`src/rtl/pcache_pkg.sv`:
```
package pcache_pkg;

  // Strobes from control to datapath; at most one is active per cycle.
  typedef struct packed {
    logic loadPbuf;   // cache -> page buffer, whole page in one cycle
    logic loadCache;  // page buffer -> cache, whole page in one cycle
    logic arrWrite;   // page buffer word opIdx -> array
    logic arrFetch;   // array word opIdx -> page buffer
  } pc_strobe_t;

  typedef enum logic [1:0] {
    PC_IDLE,
    PC_COMMIT,
    PC_FETCH
  } pc_state_t;

endpackage

```
`src/rtl/pcache_array.sv`:
```
module pcache_array #(
  parameter int WORD_W     = 8,
  parameter int PAGE_WORDS = 36,
  parameter int PAGES      = 8,
  localparam int IDX_W     = $clog2(PAGE_WORDS),
  localparam int PAGE_AW   = $clog2(PAGES),
  localparam int ARR_WORDS = PAGES * PAGE_WORDS,
  localparam int ARR_AW    = $clog2(ARR_WORDS)
) (
  input  logic               clk,
  input  logic               rstN,
  input  logic               wrEn,
  input  logic [PAGE_AW-1:0] page,
  input  logic [IDX_W-1:0]   idx,
  input  logic [WORD_W-1:0]  wrData,
  output logic [WORD_W-1:0]  rdData
);

  localparam logic [IDX_W-1:0] LAST_IDX = IDX_W'(PAGE_WORDS - 1);

  logic [WORD_W-1:0] store [ARR_WORDS];
  logic [PAGES-1:0]  written;
  logic [ARR_AW-1:0] addr;

  assign addr = ARR_AW'(page) * ARR_AW'(PAGE_WORDS) + ARR_AW'(idx);

  // Storage has no reset; pages not yet committed are masked by 'written'.
  always_ff @(posedge clk) begin
    if (wrEn) store[addr] <= wrData;
  end

  always_ff @(posedge clk) begin
    if (!rstN) written <= '0;
    else if (wrEn && idx == LAST_IDX) written[page] <= 1'b1;
  end

  assign rdData = written[page] ? store[addr] : '1;

endmodule

```
`src/rtl/pcache_ctrl.sv`:
```
module pcache_ctrl
  import pcache_pkg::*;
#(
  parameter int PAGE_WORDS = 36,
  parameter int PAGES      = 8,
  localparam int IDX_W     = $clog2(PAGE_WORDS),
  localparam int PAGE_AW   = $clog2(PAGES)
) (
  input  logic               clk,
  input  logic               rstN,
  input  logic               cmdProgram,
  input  logic               cmdCopyBack,
  input  logic               cmdFetch,
  input  logic               cmdToCache,
  input  logic [PAGE_AW-1:0] pageAddr,
  output pc_strobe_t         strb,
  output logic [IDX_W-1:0]   opIdx,
  output logic [PAGE_AW-1:0] opPage,
  output logic               busy
);

  localparam logic [IDX_W-1:0] LAST_IDX = IDX_W'(PAGE_WORDS - 1);

  pc_state_t state;
  logic      startCommit;
  logic      startFetch;
  logic      lastWord;

  // Priority: program, copy-back, fetch, to-cache. Idle only.
  assign startCommit = (state == PC_IDLE) && (cmdProgram || cmdCopyBack);
  assign startFetch  = (state == PC_IDLE) && !cmdProgram && !cmdCopyBack && cmdFetch;
  assign lastWord    = (opIdx == LAST_IDX);

  always_comb begin
    strb = '0;
    unique case (state)
      PC_IDLE: begin
        strb.loadPbuf  = cmdProgram;
        strb.loadCache = !cmdProgram && !cmdCopyBack && !cmdFetch && cmdToCache;
      end
      PC_COMMIT: strb.arrWrite = 1'b1;
      PC_FETCH:  strb.arrFetch = 1'b1;
      default:   strb = '0;
    endcase
  end

  always_ff @(posedge clk) begin
    if (!rstN) begin
      state  <= PC_IDLE;
      opIdx  <= '0;
      opPage <= '0;
    end else begin
      unique case (state)
        PC_IDLE: begin
          opIdx <= '0;
          if (startCommit) begin
            state  <= PC_COMMIT;
            opPage <= pageAddr;
          end else if (startFetch) begin
            state  <= PC_FETCH;
            opPage <= pageAddr;
          end
        end
        PC_COMMIT, PC_FETCH: begin
          if (lastWord) begin
            state <= PC_IDLE;
            opIdx <= '0;
          end else begin
            opIdx <= opIdx + 1'b1;
          end
        end
        default: state <= PC_IDLE;
      endcase
    end
  end

  assign busy = (state != PC_IDLE);

endmodule

```
`src/rtl/pcache_datapath.sv`:
```
module pcache_datapath
  import pcache_pkg::*;
#(
  parameter int WORD_W     = 8,
  parameter int PAGE_WORDS = 36,
  parameter int PAGES      = 8,
  localparam int IDX_W     = $clog2(PAGE_WORDS),
  localparam int COL_W     = $clog2(PAGE_WORDS + 1),
  localparam int PAGE_AW   = $clog2(PAGES)
) (
  input  logic               clk,
  input  logic               rstN,
  input  pc_strobe_t         strb,
  input  logic [IDX_W-1:0]   opIdx,
  input  logic [PAGE_AW-1:0] opPage,
  input  logic               busWrEn,
  input  logic [WORD_W-1:0]  busWrData,
  input  logic               busRdEn,
  output logic [WORD_W-1:0]  busRdData,
  input  logic               colLoadEn,
  input  logic [COL_W-1:0]   colLoadVal,
  output logic [COL_W-1:0]   colPtr
);

  localparam logic [COL_W-1:0] COL_END = COL_W'(PAGE_WORDS);

  logic [WORD_W-1:0] cacheMem [PAGE_WORDS];
  logic [WORD_W-1:0] pbufMem  [PAGE_WORDS];
  logic [WORD_W-1:0] arrWord;
  logic [IDX_W-1:0]  colIdx;
  logic              colEnd;
  logic              busStep;
  logic              cacheWr;

  assign colEnd  = (colPtr == COL_END);
  assign colIdx  = colPtr[IDX_W-1:0];
  assign busStep = (busWrEn || busRdEn) && !colEnd && !colLoadEn && !strb.loadCache;
  assign cacheWr = busWrEn && !colEnd && !colLoadEn && !strb.loadCache;

  // Column pointer: to-cache > load > bus step.
  always_ff @(posedge clk) begin
    if (!rstN) begin
      colPtr <= '0;
    end else if (strb.loadCache) begin
      colPtr <= '0;
    end else if (colLoadEn) begin
      colPtr <= (colLoadVal > COL_END) ? COL_END : colLoadVal;
    end else if (busStep) begin
      colPtr <= colPtr + 1'b1;
    end
  end

  // Cache stage: bus side or whole-page copy from the page buffer.
  always_ff @(posedge clk) begin
    if (!rstN) begin
      for (int i = 0; i < PAGE_WORDS; i++) cacheMem[i] <= '1;
    end else if (strb.loadCache) begin
      for (int i = 0; i < PAGE_WORDS; i++) cacheMem[i] <= pbufMem[i];
    end else if (cacheWr) begin
      cacheMem[colIdx] <= busWrData;
    end
  end

  // Page-buffer stage: whole-page copy from cache or word-wise fetch.
  always_ff @(posedge clk) begin
    if (!rstN) begin
      for (int i = 0; i < PAGE_WORDS; i++) pbufMem[i] <= '1;
    end else if (strb.loadPbuf) begin
      for (int i = 0; i < PAGE_WORDS; i++) pbufMem[i] <= cacheMem[i];
    end else if (strb.arrFetch) begin
      pbufMem[opIdx] <= arrWord;
    end
  end

  assign busRdData = colEnd ? '1 : cacheMem[colIdx];

  pcache_array #(
    .WORD_W    (WORD_W),
    .PAGE_WORDS(PAGE_WORDS),
    .PAGES     (PAGES)
  ) u_array (
    .clk   (clk),
    .rstN  (rstN),
    .wrEn  (strb.arrWrite),
    .page  (opPage),
    .idx   (opIdx),
    .wrData(pbufMem[opIdx]),
    .rdData(arrWord)
  );

endmodule

```
`src/rtl/pcache_top.sv`:
```
module pcache_top
  import pcache_pkg::*;
#(
  parameter int WORD_W      = 8,
  parameter int MAIN_WORDS  = 32,
  parameter int SPARE_WORDS = 4,
  parameter int PAGES       = 8,
  localparam int PAGE_WORDS = MAIN_WORDS + SPARE_WORDS,
  localparam int IDX_W      = $clog2(PAGE_WORDS),
  localparam int COL_W      = $clog2(PAGE_WORDS + 1),
  localparam int PAGE_AW    = $clog2(PAGES)
) (
  input  logic               clk,
  input  logic               rstN,
  input  logic               busWrEn,
  input  logic [WORD_W-1:0]  busWrData,
  input  logic               busRdEn,
  output logic [WORD_W-1:0]  busRdData,
  input  logic               colLoadEn,
  input  logic [COL_W-1:0]   colLoadVal,
  input  logic               cmdProgram,
  input  logic               cmdCopyBack,
  input  logic               cmdFetch,
  input  logic               cmdToCache,
  input  logic [PAGE_AW-1:0] pageAddr,
  output logic               busy
);

  pc_strobe_t         strb;
  logic [IDX_W-1:0]   opIdx;
  logic [PAGE_AW-1:0] opPage;
  logic [COL_W-1:0]   colPtr;

  pcache_ctrl #(
    .PAGE_WORDS(PAGE_WORDS),
    .PAGES     (PAGES)
  ) u_ctrl (
    .clk        (clk),
    .rstN       (rstN),
    .cmdProgram (cmdProgram),
    .cmdCopyBack(cmdCopyBack),
    .cmdFetch   (cmdFetch),
    .cmdToCache (cmdToCache),
    .pageAddr   (pageAddr),
    .strb       (strb),
    .opIdx      (opIdx),
    .opPage     (opPage),
    .busy       (busy)
  );

  pcache_datapath #(
    .WORD_W    (WORD_W),
    .PAGE_WORDS(PAGE_WORDS),
    .PAGES     (PAGES)
  ) u_dp (
    .clk       (clk),
    .rstN      (rstN),
    .strb      (strb),
    .opIdx     (opIdx),
    .opPage    (opPage),
    .busWrEn   (busWrEn),
    .busWrData (busWrData),
    .busRdEn   (busRdEn),
    .busRdData (busRdData),
    .colLoadEn (colLoadEn),
    .colLoadVal(colLoadVal),
    .colPtr    (colPtr)
  );

endmodule

```
`config.mk`:
```
export PLATFORM = sky130hd
export DESIGN_NAME = pcache_top
export DESIGN_NICKNAME = d
export VERILOG_FILES = /design/src/rtl/pcache_pkg.sv /design/src/rtl/pcache_array.sv /design/src/rtl/pcache_ctrl.sv /design/src/rtl/pcache_datapath.sv /design/src/rtl/pcache_top.sv
export SDC_FILE = /design/constraint.sdc
export NUM_CORES = 2
export LEC_CHECK = 0
export ABC_CLOCK_PERIOD_IN_PS = 5300
export CORE_MARGIN = 2
export CORE_UTILIZATION = 41
export CTS_CLUSTER_SIZE = 40
export DETAILED_ROUTE_END_ITERATION = 12
export HOLD_SLACK_MARGIN = 0.02
export SYNTH_ARGS = -nofsm -noshare
export SYNTH_HDL_FRONTEND = slang
export SYNTH_SLANG_ARGS = --single-unit
export TNS_END_PERCENT = 50
```
`constraint.sdc`:
```
create_clock -name clk -period 5.3 [get_ports clk]
set_input_delay 0.795 -clock clk [delete_from_list [all_inputs] [get_ports clk]]
set_output_delay 0.795 -clock clk [all_outputs]
set_load 0.01 [all_outputs]
```
# After elaboration in Yosys (flattened, before gate mapping)
# Memories as Yosys holds them, arrays and structs flattened. A register that Yosys moved wholly into a read port is not among the register bits.
# Index checks and enable logic that the tools add are counted.
# op_classes
n_reduce_logical,34
n_bitwise,74
n_eq_ne,6
order_cmp,3
mux,119
n_addsub,3
multipliers,1
# op_table
op,n
8-bit two-way mux,76
1-bit OR,72
6-bit two-way mux,10
1-bit two-way mux,23
8-bit OR reduction,2
1-bit logical AND,15
6-bit by 1-bit adder with 6-bit output (second input constant),2
6-bit equality test (second input constant),2
6-bit one-hot mux with 2 select lines,1
9-bit by 6-bit adder with 9-bit output,1
2-bit two-way mux,4
8-bit OR,1
2-bit nonzero test,4
3-bit by 4-bit multiplier with 7-bit output (second input constant),1
6-bit greater-than comparator (second input constant),1
1-bit zero test,6
3-bit two-way mux,2
3-bit by 4-bit less-than comparator with 1-bit output (second input constant),1
2-bit one-hot mux with 2 select lines,1
2-bit AND reduction,2
2-bit OR reduction,2
1-bit binary-select mux with 3-bit select,1
1-bit demux with 3-bit select,1
3-bit by 1-bit greater-or-equal comparator with 1-bit output (second input constant),1
other kinds (7),8
# totals
ff_bits,25
input_bits,26
out_inout_bits,9
ram_bits,2880
memories,3
# memory_table
name,depth,word_bits,read_ports,rd_ports_with_merged_regs,write_ports,line_no,rtl
u_dp.u_array.store,288,8,1,0,1,pcache_array.sv:21,logic [WORD_W-1:0] store [ARR_WORDS];
u_dp.cacheMem,36,8,37,1,36,pcache_datapath.sv:27,logic [WORD_W-1:0] cacheMem [PAGE_WORDS];
u_dp.pbufMem,36,8,37,1,36,pcache_datapath.sv:28,logic [WORD_W-1:0] pbufMem [PAGE_WORDS];

# Longest topological paths before layout
# depth
depth_word,13
mapped_depth,16
ltp_nobuf,10

# Modules after synthesis
# A second synthesis with hierarchy kept.
# hier_totals
hier_cells,7042
area_unflattened_um2,137002.6
# modules_own_cells
module,cells_per_inst,area_per_inst_um2,seq_area_each_um2,instances
pcache_array,3960,89359.5,69346.5,1
pcache_datapath,3014,47032.6,30989.7,1
pcache_ctrl,68,610.6,220.2,1

# Worst setup path after synthesis
# No wires, ideal clock.
# synth_path
path_type,register -> register
from,register with a tool-made name
to,memory u_dp.u_array.store[0][0] (data pin)
setup_ns,0.595
required_ns,4.705
t_arrival_ns,3.986
period_less_slack_ns,4.582
setup_slack_ns,0.718
stages_incl_launch_ff,6
cell_sequence,dfxtp_1 > clkbuf_1 > buf_1 > mux4_2 > mux4_2 > mux4_2
# synth_rtl
item,line_no
end: declaration,pcache_array.sv:21

==> flow_summary_export.csv <==
group,metric,value,unit
global_routing,grt_pass1_vias,73390,
layout,nets,7260,
floorplanning,fp.dieH,583.2,um
yosys,yosysTopAreaCell,"edfxtp_1",
clocking,clk_latency,960,ps
routing,ant_nets,0,
layout,postLayoutCoreUtil,47.00,%
timing,whs,387.7,ps
placed_design,place.gp.congestion,0.9002,
global_routing,grt_max_degree,117,
flow_run,maxCapViolations,0,
clocking,postCtsHoldBufs,0,
yosys,synth.avg_cell_area,19.87,um^2
floorplanning,die-area,340100,um^2
global_routing,antenna_found_initial,16,
clocking,clock-sinks,3365,
timing,slew_violations,0,
yosys,synth_fp_nets,6963,
critical_path,path_cells,"ha_4 > fa_4 > buf_12 > mux4_2 > nand3_1 > or4b_1 > nor3_1 > nor4b_4 > inv_1",
floorplanning,num_rows,212,
clocking,clk_root_buffer_cell,"clkbuf_16",
routing,finalWirelength,385.4,mm
timing,timing.final.crit_share,99.13,%
pwr,irDropWorstVdd,348.2,uV
global_routing,gr-total-overflow,0,
yosys,yosysSeqAreaShare,73.21,%
timing,worst_slack,46.20,ps
timing,setup_violations,0,
routing,drt_iter0_drc,9543,
clocking,cts_buffer_depth,4,
layout,layout_common_cells,"edfxtp_1 (3,328), mux4_2 (1,013), nor2_1 (437)",
placed_design,place_ws,-123.9,ps
status,status,"complete, no violations",
timing,rsz0062_at_grt,"no",
floorplanning,ios,35,
yosys,synth.top_cells.by_area,"edfxtp_1 (73%), mux4_2 (17%), o22a_1 (1.7%), nor2_1 (1.2%), a21oi_1 (1.1%)",
critical_path,setup.worst_path.end_class,"flip-flop",
critical_path,required,5750,ps
timing,finalClockSkew,121.0,ps
global_routing,track_usage,22.31,%
timing,finalHoldViolations,0,
yosys,syn_inst,6922,
clocking,cts_tree,"built",
timing,max_slew_margin,17.50,%
global_routing,grt_pass1_wl,548.4,mm
yosys,syn-cell-area,137500,um^2
yosys,synth_cell_types,81,
critical_path,cp_slowest_cell,"fa_4",
placed_design,hpwlAfterDp,243.8,mm
critical_path,path_max_fanout,45,
layout,layout_commonest_cell,"edfxtp_1",
routing,dr_total_vias,73800,
placed_design,port_buffers,34,
critical_path,worstPathArrival,5700,ps
yosys,synth-edff-count,3328,
layout,syn2layout_area_growth,14.03,%
min_path,hold_class,"in2reg",
clocking,cts_buffers,351,
routing,routed_via_density,6.204,
timing,clock.fmax,190.3,MHz
yosys,yosys_warnings,0,
timing,max_slew.worst_pin.slew,1225,ps
yosys,synth_top_area_share,72.67,%
yosys,ys_ff_latch,3365,
placed_design,dpl_cell_area,145400,um^2
layout,final_cells,11900,
floorplanning,core_area,333700,um^2
yosys,synthArstFlopShare,0,%
floorplanning,start_util,41.21,%
placed_design,dp.cells,11250,
critical_path,cp_num_buf_inv,2,
pwr,p_leak,43.92,nW
floorplanning,die_w,583.2,um
pwr,power_density,422.5,nW/um^2
critical_path,crit_family,"simple AND/OR/NAND/NOR gates",
critical_path,cpPeakStageDelay,1000,ps
routing,routedWlPerCell,32.40,um
clocking,htreeDepth,5,
critical_path,crit_type,"reg2reg",
routing,drc,0,
yosys,synth_flop_cell,"edfxtp_1",
timing,fin_crit,5254,ps
critical_path,start_kind,"flip-flop",
layout,drive_above_1_share,27.39,%
routing,drt_first_pass_iters,6,
clocking,clkTransAtPathRegs,70,ps
layout,finalInstanceArea,156800,um^2
[final cells by class]
class / count / area, um^2
Fill cell: 27450 / 176900
Sequential cell: 3365 / 100700
Multi-Input combinational cell: 2994 / 34580
Clock buffer: 435 / 9413
Tap cell: 4387 / 5489
Timing Repair Buffer: 454 / 4407
Clock inverter: 201 / 1993
Inverter: 52 / 206.4
Antenna cell: 7 / 17.52
Timing Repair inverter: 1 / 7.507
[state kept, by name, indices dropped and copies added, names as in the netlist, named ones only]
| register | cells |
|---|---|
| u_ctrl.opIdx | 6 |
| u_ctrl.opPage | 3 |
| u_ctrl.state | 2 |
| u_dp.cacheMem | 512 |
| u_dp.colPtr | 6 |
| u_dp.pbufMem | 512 |
| u_dp.u_array.store | 2304 |
| u_dp.u_array.written | 8 |
[layer usage]
layer  GRT usage [%]  vias up  wire (um)
li1                -    29540          -
met1           31.62    39490     155900
met2           34.96     4118     180400
met3           4.751      649      37400
met4           6.353        4      11750
met5               0        -         26
[Yosys cell counts, types with 5 or more instances]
cell type,count
edfxtp_1,3328
mux4_2,1021
nor2_1,439
clkbuf_1,331
a21oi_1,299
nor3_1,293
o22a_1,274
nand2_1,170
buf_2,64
nand3_1,57
buf_1,56
o21ai_0,54
inv_1,49
a22oi_1,44
buf_4,38
dfxtp_1,37
nor2b_1,31
a21oi_2,30
nor3b_1,28
buf_6,22
a31oi_1,21
mux2i_1,19
ha_1,14
or2_2,14
and3_1,13
a211oi_1,11
nand4_1,9
a21o_1,8
and2_1,8
o22ai_1,8
a2111oi_0,7
a22o_1,7
or3_1,7
nand3b_1,6
xor2_1,6
a221oi_1,5
a311oi_1,5
mux2_2,5
o211ai_1,5
o21a_1,5
[cell families (layout without fill, tap and decap cells)]
logic type | count (synthesis) | after routing | share of synthesized area (%)
flops | 3365 | 3365 | 73.21
simple gates | 1105 | 1105 | 3.721
mux | 1045 | 1045 | 16.90
compound gates | 820 | 820 | 4.152
buf+inv | 563 | 1143 | 1.819
fa+ha+maj | 15 | 15 | 0.1419
xor+xnor | 9 | 9 | 0.05732
other cells | 0 | 7 | 0
[worst paths after layout]
kind | slack [ps] | depth (start not counted) | from | endpoint
worst max-delay path | 50 | 9 | u_ctrl.opIdx[2]$_SDFFE_PN0N_ | u_dp.pbufMem[46][4]$_DFFE_PP_
worst min-delay path | 390 | 2 | rstN | u_ctrl.state[0]$_SDFFE_PN0P_
worst max register to register | 50 | 9 | u_ctrl.opIdx[2]$_SDFFE_PN0N_ | u_dp.pbufMem[46][4]$_DFFE_PP_
worst min register to register | 470 | 1 | u_dp.u_array.written[2]$_SDFFE_PN0P_ | u_dp.u_array.written[2]$_SDFFE_PN0P_
[worst reg2reg max path, stage by stage (launching register included)]
cell and delay (ps):
dfxtp_1 340, ha_4 190, fa_4 1000, buf_12 360
mux4_2 400, nand3_1 290, or4b_1 610, nor3_1 490
nor4b_4 560, inv_1 500
[stage by stage]
| step | total power [W] | setup TNS [ps] |
|---|---|---|
| 2_1_floorplan | 0.03743 | 0 |
| 3_3_place_gp | 0.04203 | -3044 |
| 3_5_place_dp | 0.04210 | -3427 |
| 4_1_cts | 0.06658 | -16.33 |
| 5_1_grt | 0.06803 | 0 |
| 6_report | 0.06625 | 0 |
[power breakdown]
group	total (W)	switching [W]	internal (W)	leakage [nW]
Clock	0.0247	0.0104	0.0142	5.56
Combinational	0.0118	0.00696	0.00483	10.1
Sequential	0.0298	0.000195	0.0296	28.3
Total	0.0663	0.0176	0.0486	43.9
[repair_timing]
| item | 4_1_cts | 5_1_grt |
|---|---|---|
| gates cloned | 1 | 0 |
| buffers inserted | 1 | 0 |
| setup endpoints to repair | 32 | 28 |
| pin swaps | 1 | 1 |
| resized for setup | 3 | 0 |
Note: power is estimated with default switching activity, not from simulation.
